--- config.mk ---
export PLATFORM = sky130hd
export DESIGN_NAME = jtag_reg_access
export DESIGN_NICKNAME = d
export VERILOG_FILES = /design/src/rtl/jtag_acc_pkg.sv /design/src/rtl/jtag_tap_ctrl.sv /design/src/rtl/jtag_ir_unit.sv /design/src/rtl/jtag_acc_engine.sv /design/src/rtl/jtag_reg_access.sv
export SDC_FILE = /design/constraint.sdc
export NUM_CORES = 1
export LEC_CHECK = 0
export BUFFER_PORTS_ARGS = -buffer_cell sky130_fd_sc_hd__buf_2
export CAP_MARGIN = 20
export CELL_PAD_IN_SITES_DETAIL_PLACEMENT = 0
export CELL_PAD_IN_SITES_GLOBAL_PLACEMENT = 1
export CORE_MARGIN = 3
export CORE_UTILIZATION = 40
export CTS_BUF_LIST = sky130_fd_sc_hd__clkbuf_8
export DETAILED_ROUTE_END_ITERATION = 12
export GPL_ROUTABILITY_DRIVEN = 0
export PLACE_DENSITY = 0.72
export SKIP_CTS_REPAIR_TIMING = 1
export SYNTH_ARGS = -nofsm -noshare
export SYNTH_HDL_FRONTEND = slang
export SYNTH_SLANG_ARGS = --single-unit
--- constraint.sdc ---
create_clock -name tck -period 5.8 [get_ports tck]
set_clock_uncertainty 0.05 [all_clocks]
set_input_delay 1.16 -clock tck [delete_from_list [all_inputs] [get_ports tck]]
set_output_delay 1.16 -clock tck [all_outputs]
set_load 0.02 [all_outputs]
--- src/rtl/jtag_acc_pkg.sv ---
package jtag_acc_pkg;

  localparam int CADDR_W = 7;
  localparam int BUS_AW  = 14;
  localparam int IR_W    = 5;

  localparam logic [IR_W-1:0] IR_PWC  = 5'h08;
  localparam logic [IR_W-1:0] IR_PWS  = 5'h09;
  localparam logic [IR_W-1:0] IR_ACC  = 5'h1C;
  localparam logic [IR_W-1:0] IR_IDC  = 5'h1E;
  localparam logic [IR_W-1:0] IR_BYP  = 5'h1F;
  localparam logic [IR_W-1:0] IR_CAPT = 5'b00001;

  typedef enum logic [3:0] {
    TS_TLR, TS_RTI, TS_SELDR, TS_CAPDR, TS_SHDR, TS_EX1DR, TS_PADR, TS_EX2DR,
    TS_UPDR, TS_SELIR, TS_CAPIR, TS_SHIR, TS_EX1IR, TS_PAIR, TS_EX2IR, TS_UPIR
  } tap_state_e;

  typedef enum logic [2:0] {
    DS_BYP, DS_IDC, DS_PWC, DS_PWS, DS_CMD, DS_DATA
  } dr_sel_e;

  // Returns {hit, offset}; offset is word aligned.
  function automatic logic [BUS_AW:0] remap(input logic [CADDR_W-1:0] a);
    logic [BUS_AW-1:0] o;
    logic hit;
    hit = 1'b1;
    o   = '0;
    if (a[6:5] == 2'b00)
      o = {7'b0, a[4:0], 2'b00};
    else if (a[6:5] == 2'b01)
      o = {2'b01, 3'b000, a[4:3], 2'b00, a[2:0], 2'b00};
    else if (a[6:4] == 3'b100)
      o = {2'b10, 6'b0, a[3:0], 2'b00};
    else if (a[6:3] == 4'b1011)
      o = {2'b11, 6'b0, a[3:0], 2'b00};
    else if (a == 7'h60)
      o = 14'h3F00;
    else if (a[6:5] == 2'b11 && a[4:3] != 2'b00)
      o = {7'h7F, a[4:0], 2'b00};
    else
      hit = 1'b0;
    return {hit, o};
  endfunction

endpackage

--- src/rtl/jtag_tap_ctrl.sv ---
module jtag_tap_ctrl
  import jtag_acc_pkg::*;
(
  input  logic       tck,
  input  logic       trst_n,
  input  logic       tms,
  output tap_state_e state
);

  tap_state_e nxt;

  always_comb begin
    unique case (state)
      TS_TLR:   nxt = tms ? TS_TLR   : TS_RTI;
      TS_RTI:   nxt = tms ? TS_SELDR : TS_RTI;
      TS_SELDR: nxt = tms ? TS_SELIR : TS_CAPDR;
      TS_CAPDR: nxt = tms ? TS_EX1DR : TS_SHDR;
      TS_SHDR:  nxt = tms ? TS_EX1DR : TS_SHDR;
      TS_EX1DR: nxt = tms ? TS_UPDR  : TS_PADR;
      TS_PADR:  nxt = tms ? TS_EX2DR : TS_PADR;
      TS_EX2DR: nxt = tms ? TS_UPDR  : TS_SHDR;
      TS_UPDR:  nxt = tms ? TS_SELDR : TS_RTI;
      TS_SELIR: nxt = tms ? TS_TLR   : TS_CAPIR;
      TS_CAPIR: nxt = tms ? TS_EX1IR : TS_SHIR;
      TS_SHIR:  nxt = tms ? TS_EX1IR : TS_SHIR;
      TS_EX1IR: nxt = tms ? TS_UPIR  : TS_PAIR;
      TS_PAIR:  nxt = tms ? TS_EX2IR : TS_PAIR;
      TS_EX2IR: nxt = tms ? TS_UPIR  : TS_SHIR;
      TS_UPIR:  nxt = tms ? TS_SELDR : TS_RTI;
      default:  nxt = TS_TLR;
    endcase
  end

  always_ff @(posedge tck or negedge trst_n) begin
    if (!trst_n) state <= TS_TLR;
    else         state <= nxt;
  end

  // with TMS high, reset state is never left
  a_r1_tlr_sticky: assert property (@(posedge tck) disable iff (!trst_n)
    (state == TS_TLR && tms) |=> (state == TS_TLR));

  // from Select-IR, TMS high reaches reset
  a_r1_selir_exit: assert property (@(posedge tck) disable iff (!trst_n)
    (state == TS_SELIR && tms) |=> (state == TS_TLR));

endmodule

--- src/rtl/jtag_ir_unit.sv ---
module jtag_ir_unit
  import jtag_acc_pkg::*;
(
  input  logic       tck,
  input  logic       trst_n,
  input  logic       tdi,
  input  tap_state_e state,
  output logic       ir_lsb,
  output dr_sel_e    sel
);

  logic [IR_W-1:0] ir_sh;
  logic [IR_W-1:0] ir_q;
  logic            data_phase;

  always_ff @(posedge tck or negedge trst_n) begin
    if (!trst_n) begin
      ir_sh      <= IR_CAPT;
      ir_q       <= IR_IDC;
      data_phase <= 1'b0;
    end else begin
      unique case (state)
        TS_TLR: begin
          ir_q       <= IR_IDC;
          data_phase <= 1'b0;
        end
        TS_CAPIR: ir_sh <= IR_CAPT;
        TS_SHIR:  ir_sh <= {tdi, ir_sh[IR_W-1:1]};
        TS_UPIR: begin
          ir_q       <= ir_sh;
          data_phase <= 1'b0;
        end
        TS_UPDR: if (ir_q == IR_ACC) data_phase <= ~data_phase;
        default: ;
      endcase
    end
  end

  assign ir_lsb = ir_sh[0];

  always_comb begin
    unique case (ir_q)
      IR_PWC:  sel = DS_PWC;
      IR_PWS:  sel = DS_PWS;
      IR_ACC:  sel = data_phase ? DS_DATA : DS_CMD;
      IR_IDC:  sel = DS_IDC;
      default: sel = DS_BYP;
    endcase
  end

  // reset state leaves the IDCODE instruction loaded
  a_r1_tlr_idcode: assert property (@(posedge tck) disable iff (!trst_n)
    (state == TS_TLR) |=> (ir_q == IR_IDC));

  // a new instruction always restarts the pair at the command register
  a_r5_phase_restart: assert property (@(posedge tck) disable iff (!trst_n)
    (state == TS_UPIR) |=> (sel != DS_DATA));

endmodule

--- src/rtl/jtag_acc_engine.sv ---
module jtag_acc_engine
  import jtag_acc_pkg::*;
#(
  parameter int DR_W = 32
) (
  input  logic              clk,
  input  logic              rst_n,
  input  logic              upd_cmd,
  input  logic              upd_data,
  input  logic [7:0]        cmd_in,
  input  logic [DR_W-1:0]   data_in,
  output logic              req_valid,
  input  logic              req_ready,
  output logic              req_write,
  output logic [BUS_AW-1:0] req_addr,
  output logic [DR_W-1:0]   req_wdata,
  input  logic              rsp_valid,
  input  logic [DR_W-1:0]   rsp_rdata,
  output logic              busy,
  output logic              err,
  output logic [DR_W-1:0]   rd_hold
);

  logic [BUS_AW:0]   map;
  logic              tgt_ok;
  logic              tgt_wr;
  logic [BUS_AW-1:0] tgt_addr;

  assign map = remap(cmd_in[7:1]);

  always_ff @(posedge clk or negedge rst_n) begin
    if (!rst_n) begin
      req_valid <= 1'b0;
      req_write <= 1'b0;
      req_addr  <= '0;
      req_wdata <= '0;
      busy      <= 1'b0;
      err       <= 1'b0;
      rd_hold   <= '0;
      tgt_ok    <= 1'b0;
      tgt_wr    <= 1'b0;
      tgt_addr  <= '0;
    end else begin
      if (req_valid && req_ready) req_valid <= 1'b0;
      if (busy && rsp_valid) begin
        busy <= 1'b0;
        if (!req_write) rd_hold <= rsp_rdata;
      end
      if (upd_cmd) begin
        if (busy) begin
          err <= 1'b1;
        end else begin
          tgt_ok   <= map[BUS_AW];
          tgt_wr   <= cmd_in[0];
          tgt_addr <= map[BUS_AW-1:0];
          err      <= ~map[BUS_AW];
          if (map[BUS_AW] && !cmd_in[0]) begin
            req_valid <= 1'b1;
            req_write <= 1'b0;
            req_addr  <= map[BUS_AW-1:0];
            busy      <= 1'b1;
          end
        end
      end else if (upd_data && tgt_ok && tgt_wr) begin
        if (busy) begin
          err <= 1'b1;
        end else begin
          req_valid <= 1'b1;
          req_write <= 1'b1;
          req_addr  <= tgt_addr;
          req_wdata <= data_in;
          busy      <= 1'b1;
        end
      end
    end
  end

  // a pending request holds still until accepted
  a_r11_req_hold: assert property (@(posedge clk) disable iff (!rst_n)
    (req_valid && !req_ready) |=> (req_valid && $stable(req_addr) &&
                                   $stable(req_write) && $stable(req_wdata)));

  // an outstanding request always reads as busy
  a_r10_req_busy: assert property (@(posedge clk) disable iff (!rst_n)
    req_valid |-> busy);

  // an access arriving while busy raises error and issues nothing new
  a_r10_busy_reject: assert property (@(posedge clk) disable iff (!rst_n)
    (busy && (upd_cmd || (upd_data && tgt_ok && tgt_wr))) |=> (err && !$rose(req_valid)));

  // an unmapped command raises error and requests nothing
  a_r7_unmapped: assert property (@(posedge clk) disable iff (!rst_n)
    (upd_cmd && !busy && !map[BUS_AW]) |=> (err && !req_valid));

  // every bus offset is word aligned
  a_r6_aligned: assert property (@(posedge clk) disable iff (!rst_n)
    req_valid |-> (req_addr[1:0] == 2'b00));

endmodule

--- src/rtl/jtag_reg_access.sv ---
module jtag_reg_access
  import jtag_acc_pkg::*;
#(
  parameter int          DR_W   = 32,
  parameter int          PWR_W  = 8,
  parameter logic [31:0] IDCODE = 32'h120034E5
) (
  input  logic              tck,
  input  logic              trst_n,
  input  logic              tms,
  input  logic              tdi,
  output logic              tdo,
  output logic [PWR_W-1:0]  pwr_ctl_o,
  input  logic [PWR_W-1:0]  pwr_stat_i,
  output logic              req_valid,
  input  logic              req_ready,
  output logic              req_write,
  output logic [BUS_AW-1:0] req_addr,
  output logic [DR_W-1:0]   req_wdata,
  input  logic              rsp_valid,
  input  logic [DR_W-1:0]   rsp_rdata
);

  localparam int LEN_W = $clog2(DR_W);
  localparam int CMD_W = 8;

  tap_state_e          state;
  dr_sel_e             sel;
  logic                ir_lsb;
  logic [DR_W-1:0]     dr_sh;
  logic [DR_W-1:0]     dr_nx;
  logic [DR_W-1:0]     cap;
  logic [LEN_W-1:0]    top_bit;
  logic [PWR_W-1:0]    pwr_ctl_q;
  logic                busy;
  logic                err;
  logic [DR_W-1:0]     rd_hold;
  logic                upd_cmd;
  logic                upd_data;

  jtag_tap_ctrl u_tap (
    .tck    (tck),
    .trst_n (trst_n),
    .tms    (tms),
    .state  (state)
  );

  jtag_ir_unit u_ir (
    .tck    (tck),
    .trst_n (trst_n),
    .tdi    (tdi),
    .state  (state),
    .ir_lsb (ir_lsb),
    .sel    (sel)
  );

  always_comb begin
    unique case (sel)
      DS_IDC, DS_DATA: top_bit = LEN_W'(DR_W - 1);
      DS_PWC, DS_PWS:  top_bit = LEN_W'(PWR_W - 1);
      DS_CMD:          top_bit = LEN_W'(CMD_W - 1);
      default:         top_bit = '0;
    endcase
  end

  always_comb begin
    unique case (sel)
      DS_IDC:  cap = DR_W'(IDCODE);
      DS_PWC:  cap = DR_W'(pwr_ctl_q);
      DS_PWS:  cap = DR_W'(pwr_stat_i);
      DS_CMD:  cap = DR_W'({busy, err});
      DS_DATA: cap = rd_hold;
      default: cap = '0;
    endcase
  end

  always_comb begin
    dr_nx          = dr_sh >> 1;
    dr_nx[top_bit] = tdi;
  end

  always_ff @(posedge tck or negedge trst_n) begin
    if (!trst_n) begin
      dr_sh     <= '0;
      pwr_ctl_q <= '0;
    end else begin
      unique case (state)
        TS_TLR:   pwr_ctl_q <= '0;
        TS_CAPDR: dr_sh <= cap;
        TS_SHDR:  dr_sh <= dr_nx;
        TS_UPDR:  if (sel == DS_PWC) pwr_ctl_q <= dr_sh[PWR_W-1:0];
        default:  ;
      endcase
    end
  end

  assign upd_cmd  = (state == TS_UPDR) && (sel == DS_CMD);
  assign upd_data = (state == TS_UPDR) && (sel == DS_DATA);

  jtag_acc_engine #(.DR_W(DR_W)) u_eng (
    .clk       (tck),
    .rst_n     (trst_n),
    .upd_cmd   (upd_cmd),
    .upd_data  (upd_data),
    .cmd_in    (dr_sh[CMD_W-1:0]),
    .data_in   (dr_sh),
    .req_valid (req_valid),
    .req_ready (req_ready),
    .req_write (req_write),
    .req_addr  (req_addr),
    .req_wdata (req_wdata),
    .rsp_valid (rsp_valid),
    .rsp_rdata (rsp_rdata),
    .busy      (busy),
    .err       (err),
    .rd_hold   (rd_hold)
  );

  assign pwr_ctl_o = pwr_ctl_q;
  assign tdo = (state == TS_SHDR) ? dr_sh[0] : (state == TS_SHIR) ? ir_lsb : 1'b0;

  // power control changes only on its own update or on TAP reset
  a_r12_pwc_only_on_update: assert property (@(posedge tck) disable iff (!trst_n)
    !((state == TS_UPDR && sel == DS_PWC) || state == TS_TLR) |=> $stable(pwr_ctl_o));

  // command and data updates never coincide
  a_r5_single_update: assert property (@(posedge tck) disable iff (!trst_n)
    $onehot0({upd_cmd, upd_data}));

endmodule

==> qor.txt, run 1 <==
total routed wirelength: 16,200 um
Clk pwr share: 24.4%
Crit-path slowest cell: or4_1
RSZ-0062 raised after global routing: false
Yosys warning count: 0
Max FO, Critical Path: 26
IO Pins: 103
Initial Utilization: 41.5%
port bufs: 100
DRT Pass-1 Iters: 5
DP Wirelength: 11,000 um
most area-consuming cells after synthesis: dfrtp_1 (52%), mux2_2 (7.6%), mux2_1 (6.1%)
core box area: 0.0161 mm2
CP endpoint kind: register
cells along the critical path: or4b_4, or4_1, o32ai_4, mux2_2
Max Cap Violations: 0
Hold Vio Cnt, Final: 0
initial antenna violation count: 3
vias in the first global route: 4,946
outcome: finished clean
Synth area leader: dfrtp_1
clock latency at the later pin of the worst-skew pair: 0.45 ns
most common cell in the netlist: dfrtp_1
design area: 0.00771 mm2
clk slew on worst S/H paths: 0.08 ns
Pins Over Slew Limit: 0
DR iter-0 viols: 314
CP top delay family: simple AND/OR/NAND/NOR gates
worst hold path type: register to register
EDFF count, synth: 0
Placement Cell Area: 0.00730 mm2
Worst setup SP type: register
Multi-input gate area: 0.00280 mm2
FP Rows: 46
Synth async-reset ratio: 100%
CTS tree: done
Power Density: 419 mW/mm2
CP peak stage delay: 0.85 ns
final setup fails: 0
P_leak: 0.00399 uW
timing-limited maximum frequency: 0.286 GHz
Fillers: 1,513
Final Net Count: 703
drt wl/cell: 18.3 um
sequential area share after synthesis: 54.3%
CP Data Arrival Time: 3.78 ns
Die Span Y: 135 um
layout cells sized above 1: 30.4%
Top FF cell, synth: dfrtp_1
Peak VDD IR: 0.167 mV
worst slew pin tran: 0.918 ns
total power: 3230 uW
Chip Width: 135 um
internal power: 2020 uW
largest net degree at the start of global routing: 99
Mapped Cells: 580
Final min period: 3.49 ns
total CTS buffers: 17
vias per cell: 5.43
combinational share of power: 28.5%
CTS Buffer Depth: 2
gr usage total: 18.6%
TritonCTS sink count: 145
ratio of final minimum period to clock period: 60.2%
max_slew headroom: 38.8%
Yosys cell types: 57
switch share: 37.5%
CP bufs+invs: 0
Hold Slack: 0.424 ns
Seq pwr share: 47.1%
htree depth: 4
number of nets with antenna violations after routing: 0
Commonest cells post-synth: dfrtp_1 (140), mux2_2 (45), nand2_1 (44)
total grt overflow: 0
Psw: 1210 uW
Area growth syn-to-layout: 15.3%
Yosys top cell area share: 52.4%
global-route wire length before repair: 26,600 um
number of synthesized register bits: 145
DIE AREA: 0.0183 mm2
Worst Path Required: 6.09 ns
Fin Setup TNS: 0 ns
FF+latch area: 0.00363 mm2
crit path kind: register to register
CTS Root Cell: clkbuf_8
routed vias: 4,812
DRC errors left: 0
Post-Syn Area per Cell: 11.5 um2
Post-Syn Area: 0.00669 mm2
[state kept, by name, summed over array words and instances, names as in the netlist, 4 cells and up]
name             cells
u_eng.req_addr      10
u_eng.req_wdata     32
u_tap.state          4
pwr_ctl_o            8
dr_sh               32
u_ir.ir_q            5
u_ir.ir_sh           5
u_eng.rd_hold       32
u_eng.tgt_addr      10
[metrics by stage]
stage               setup WS (ns)  utilization (%)  std cells
CTS                          2.29             47.7        885
detailed placement           2.30             45.3        853
global placement             2.38             45.3        853
global route                 2.06             47.8        886
finish                       2.31             47.9        887
floorplan                    3.03                -        581
[logic make-up (layout without fill, tap and decap cells)]
logic type / Yosys count / count (layout) / synth area share, %
buf+inv: 62 / 151 / 4.00
other cells: 1 / 3 / 0.0561
compound gates: 157 / 157 / 16.6
flops: 145 / 145 / 54.3
simple gates: 122 / 122 / 9.60
xor+xnor: 1 / 1 / 0.131
mux: 92 / 92 / 15.3
[worst register-to-register path: stages, from the launching register on]
cell and delay, ns:
dfrtp_1 0.67, or4b_4 0.74, or4_1 0.85, o32ai_4 0.66
mux2_2 0.41
[layout by cell type (no fill, tap or decap), types with 6 or more instances in the layout]
cell	n
dfrtp_1	140
buf_2	99
mux2_2	45
nand2_1	44
o21ai_0	41
mux2_1	36
clkbuf_8	23
a21o_1	22
a22o_1	19
nor2_1	18
inv_1	15
a21oi_1	15
a22oi_1	13
mux2i_1	11
nor3_1	8
nand4_1	8
nor2b_1	7
a21bo_2	7
nor3b_1	6
o22ai_1	6
[layout make-up]
class,count,share of cell area (%)
Antenna cell,1,0.0324
Clock buffer,23,4.10
Clock inverter,9,1.02
Inverter,13,0.633
Multi-Input combinational cell,374,36.3
Sequential cell,145,47.1
Tap cell,216,3.50
Timing Repair Buffer,106,7.25
[layer usage]
metal	routed length (um)	part of all wire (%)	GRT usage, %
met5	34	0.21	0
met4	243	1.5	6.10
met3	1060	6.5	6.02
met2	7600	47	28.8
met1	7300	45	24.8
[power by group through the flow]
stage          combinational, uW  sequential (uW)  clock (uW)
6_report                     922             1520         787
5_1_grt                     1040             1560         854
4_1_cts                      915             1520         808
3_5_place_dp                 905             1530           0
3_3_place_gp                 883             1520           0
2_1_floorplan                763             1370           0
[worst paths after layout]
kind,start,depth (start not counted),slack (ns),to
max in group asynchronous,trst_n,2,3.75,u_eng.rd_hold[18]
max reg2reg,u_tap.state[0],4,2.31,u_eng.req_addr[2]
max,u_tap.state[0],4,2.31,u_eng.req_addr[2]
min in group asynchronous,trst_n,1,0.74,u_ir.ir_sh[2]
min reg2reg,u_eng.rd_hold[21],1,0.42,dr_sh[21]
min,u_eng.rd_hold[21],1,0.42,dr_sh[21]
No activity file was read; power rests on OpenSTA's default activity.
==> run 2: changes to the inputs <==
PLACE_DENSITY = 0.75   (was 0.72)
clock period = 3.2 ns   (was 5.8 ns; I/O delays follow)
==> qor.txt, run 2 (synthesis results as in run 1) <==
outcome: finished clean (unchanged)
most frequent cells in the layout: dfrtp_1 (140), buf_2 (99), mux2_2 (45) (unchanged)
Worst setup SP type: register (unchanged)
Fillers: 1,479 (was 1,513)
Reg-to-Reg Start: u_ir.ir_q[2] (was u_tap.state[0])
Seq pwr share: 43.6% (was 47.1%)
total routed wirelength: 16,400 um (was 16,200 um)
Final Net Count: 720 (was 703)
Crit-path slowest cell: dfstp_2 (was or4_1)
layout cells sized above 1: 32.0% (was 30.4%)
worst setup path startpoint: u_ir.ir_q[2] (was u_tap.state[0])
ratio of final minimum period to clock period: 87.3% (was 60.2%)
Reg-to-Reg End: u_eng.req_addr[13] (was u_eng.req_addr[2])
DIE AREA: 0.0183 mm2 (unchanged)
max_slew headroom: 51.6% (was 38.8%)
CP endpoint kind: register (unchanged)
Hold Vio Cnt, Final: 0 (unchanged)
Peak VDD IR: 0.364 mV (was 0.167 mV)
Pins Over Slew Limit: 0 (unchanged)
FP Rows: 46 (unchanged)
drt wl/cell: 18.2 um (was 18.3 um)
Die Span Y: 135 um (unchanged)
initial antenna violation count: 2 (was 3)
Reg2Reg Depth: 4 (unchanged)
largest net degree at the start of global routing: 68 (was 99)
DRC errors left: 0 (unchanged)
combinational share of power: 33.5% (was 28.5%)
Chip Width: 135 um (unchanged)
CP Data Arrival Time: 3.07 ns (was 3.78 ns)
Top Registers: dr_sh: 32 flops, u_eng.rd_hold: 32 flops, u_eng.req_wdata: 32 flops (unchanged)
internal power: 3680 uW (was 2020 uW)
global-route wire length before repair: 27,000 um (was 26,600 um)
Fin Setup TNS: 0 ns (unchanged)
P_leak: 0.00404 uW (was 0.00399 uW)
IO Pins: 103 (unchanged)
gr usage total: 18.8% (was 18.6%)
total power: 5860 uW (was 3230 uW)
CTS Buffer Depth: 2 (unchanged)
Initial Utilization: 41.5% (unchanged)
worst reg-to-reg setup slack: 0.41 ns (was 2.31 ns)
Area growth syn-to-layout: 16.8% (was 15.3%)
Worst Path Required: 3.48 ns (was 6.09 ns)
Antenna diodes: 0 (was 1)
DRT Pass-1 Iters: 5 (unchanged)
final setup fails: 0 (unchanged)
vias per cell: 5.42 (was 5.43)
Max FO, Critical Path: 12 (was 26)
htree depth: 4 (unchanged)
clock latency at the later pin of the worst-skew pair: 0.44 ns (was 0.45 ns)
CTS tree: done (unchanged)
DR iter-0 viols: 386 (was 314)
port bufs: 100 (unchanged)
commonest non-fill, non-tap cell in the layout: dfrtp_1 (unchanged)
RSZ-0062 raised after global routing: false (unchanged)
crit path kind: register to register (unchanged)
vias in the first global route: 5,103 (was 4,946)
core box area: 0.0161 mm2 (unchanged)
CTS Root Cell: clkbuf_8 (unchanged)
Power Density: 751 mW/mm2 (was 419 mW/mm2)
clk slew on worst S/H paths: 0.08 ns (about the same)
cells along the critical path: or3b_1, or4_1, o32ai_4, mux2_2 (was or4b_4, or4_1, o32ai_4, mux2_2)
Clk pwr share: 22.9% (was 24.4%)
Critical Path End: u_eng.req_addr[13] (was u_eng.req_addr[2])
worst slew pin tran: 0.721 ns (was 0.918 ns)
DP Wirelength: 11,400 um (was 11,000 um)
total grt overflow: 0 (unchanged)
Final min period: 2.79 ns (was 3.49 ns)
worst hold path type: input pin to async pin (was register to register)
routed vias: 4,880 (was 4,812)
Psw: 2190 uW (was 1210 uW)
number of nets with antenna violations after routing: 0 (unchanged)
CP peak stage delay: 0.60 ns (was 0.85 ns)
switch share: 37.3% (was 37.5%)
total CTS buffers: 17 (unchanged)
TritonCTS sink count: 145 (unchanged)
Max Cap Violations: 0 (unchanged)
timing-limited maximum frequency: 0.358 GHz (was 0.286 GHz)
==> run 2: cell count changes in the layout (fill, tap and decap cells not counted) <==
cell,delta
clkinv_2,-1
buf_8,-1
clkinvlp_4,+3
buf_4,+17
buf_12,+1
clkbuf_8,-3
diode_2,-1
inv_6,-1
==> run 2: power groups by stage <==
stage | sequential (uW) | clock (uW) | combinational, uW
6_report | 2550 | 1340 | 1970
3_5_place_dp | 2580 | 0 | 1950
3_3_place_gp | 2560 | 0 | 1910
5_1_grt | 2610 | 1470 | 2180
2_1_floorplan | 2480 | 0 | 1380
4_1_cts | 2550 | 1380 | 1970
==> run 2: per-stage QoR <==
stage	setup slack (ns)	hold WS, ns	util [%]	cells	instance area, um2
finish	0.407	0.149	48.5	901	7810
global route	0.219	0.167	48.5	901	7810
CTS	0.364	0.145	48.5	901	7810
detailed placement	0.363	0.416	46.2	871	7450
global placement	0.441	0.403	46.2	871	7450
floorplan	0.640	0.294	-	581	6690
==> run 2: worst min path at each step <==
stage,from,end,slack (ns)
finish,trst_n,pwr_ctl_o[2],0.15
global route,trst_n,pwr_ctl_o[2],0.17
CTS,trst_n,u_eng.rd_hold[5],0.14
detailed placement,u_eng.req_valid,u_eng.req_valid,0.42
global placement,u_eng.rd_hold[21],dr_sh[21],0.40
floorplan,trst_n,dr_sh[0],0.29
==> run 2: cell type report <==
class / instances / area [um2] / area share [%]
Clock buffer: 20 / 275 / 3.52
Clock inverter: 10 / 87.6 / 1.12
Inverter: 13 / 48.8 / 0.625
Multi-Input combinational cell: 374 / 2800 / 35.9
Sequential cell: 145 / 3630 / 46.5
Tap cell: 216 / 270 / 3.46
Timing Repair Buffer: 123 / 692 / 8.86
==> run 2: worst max-delay path, delay by kind of cell, from the launching register on <==
family	cells	cell delay [ns]
simple gates	2	1.05
flops	1	0.60
compound gates	1	0.58
mux	1	0.40
==> run 2: routing by layer <==
| metal | global-route usage (%) | share of wire, % | vias up |
|---|---|---|---|
| met5 | 0 | 0.13 | - |
| li1 | - | - | 2296 |
| met3 | 5.65 | 6.9 | 30 |
| met2 | 30.2 | 48 | 148 |
| met1 | 24.1 | 43 | 2402 |
| met4 | 7.11 | 2.1 | 4 |
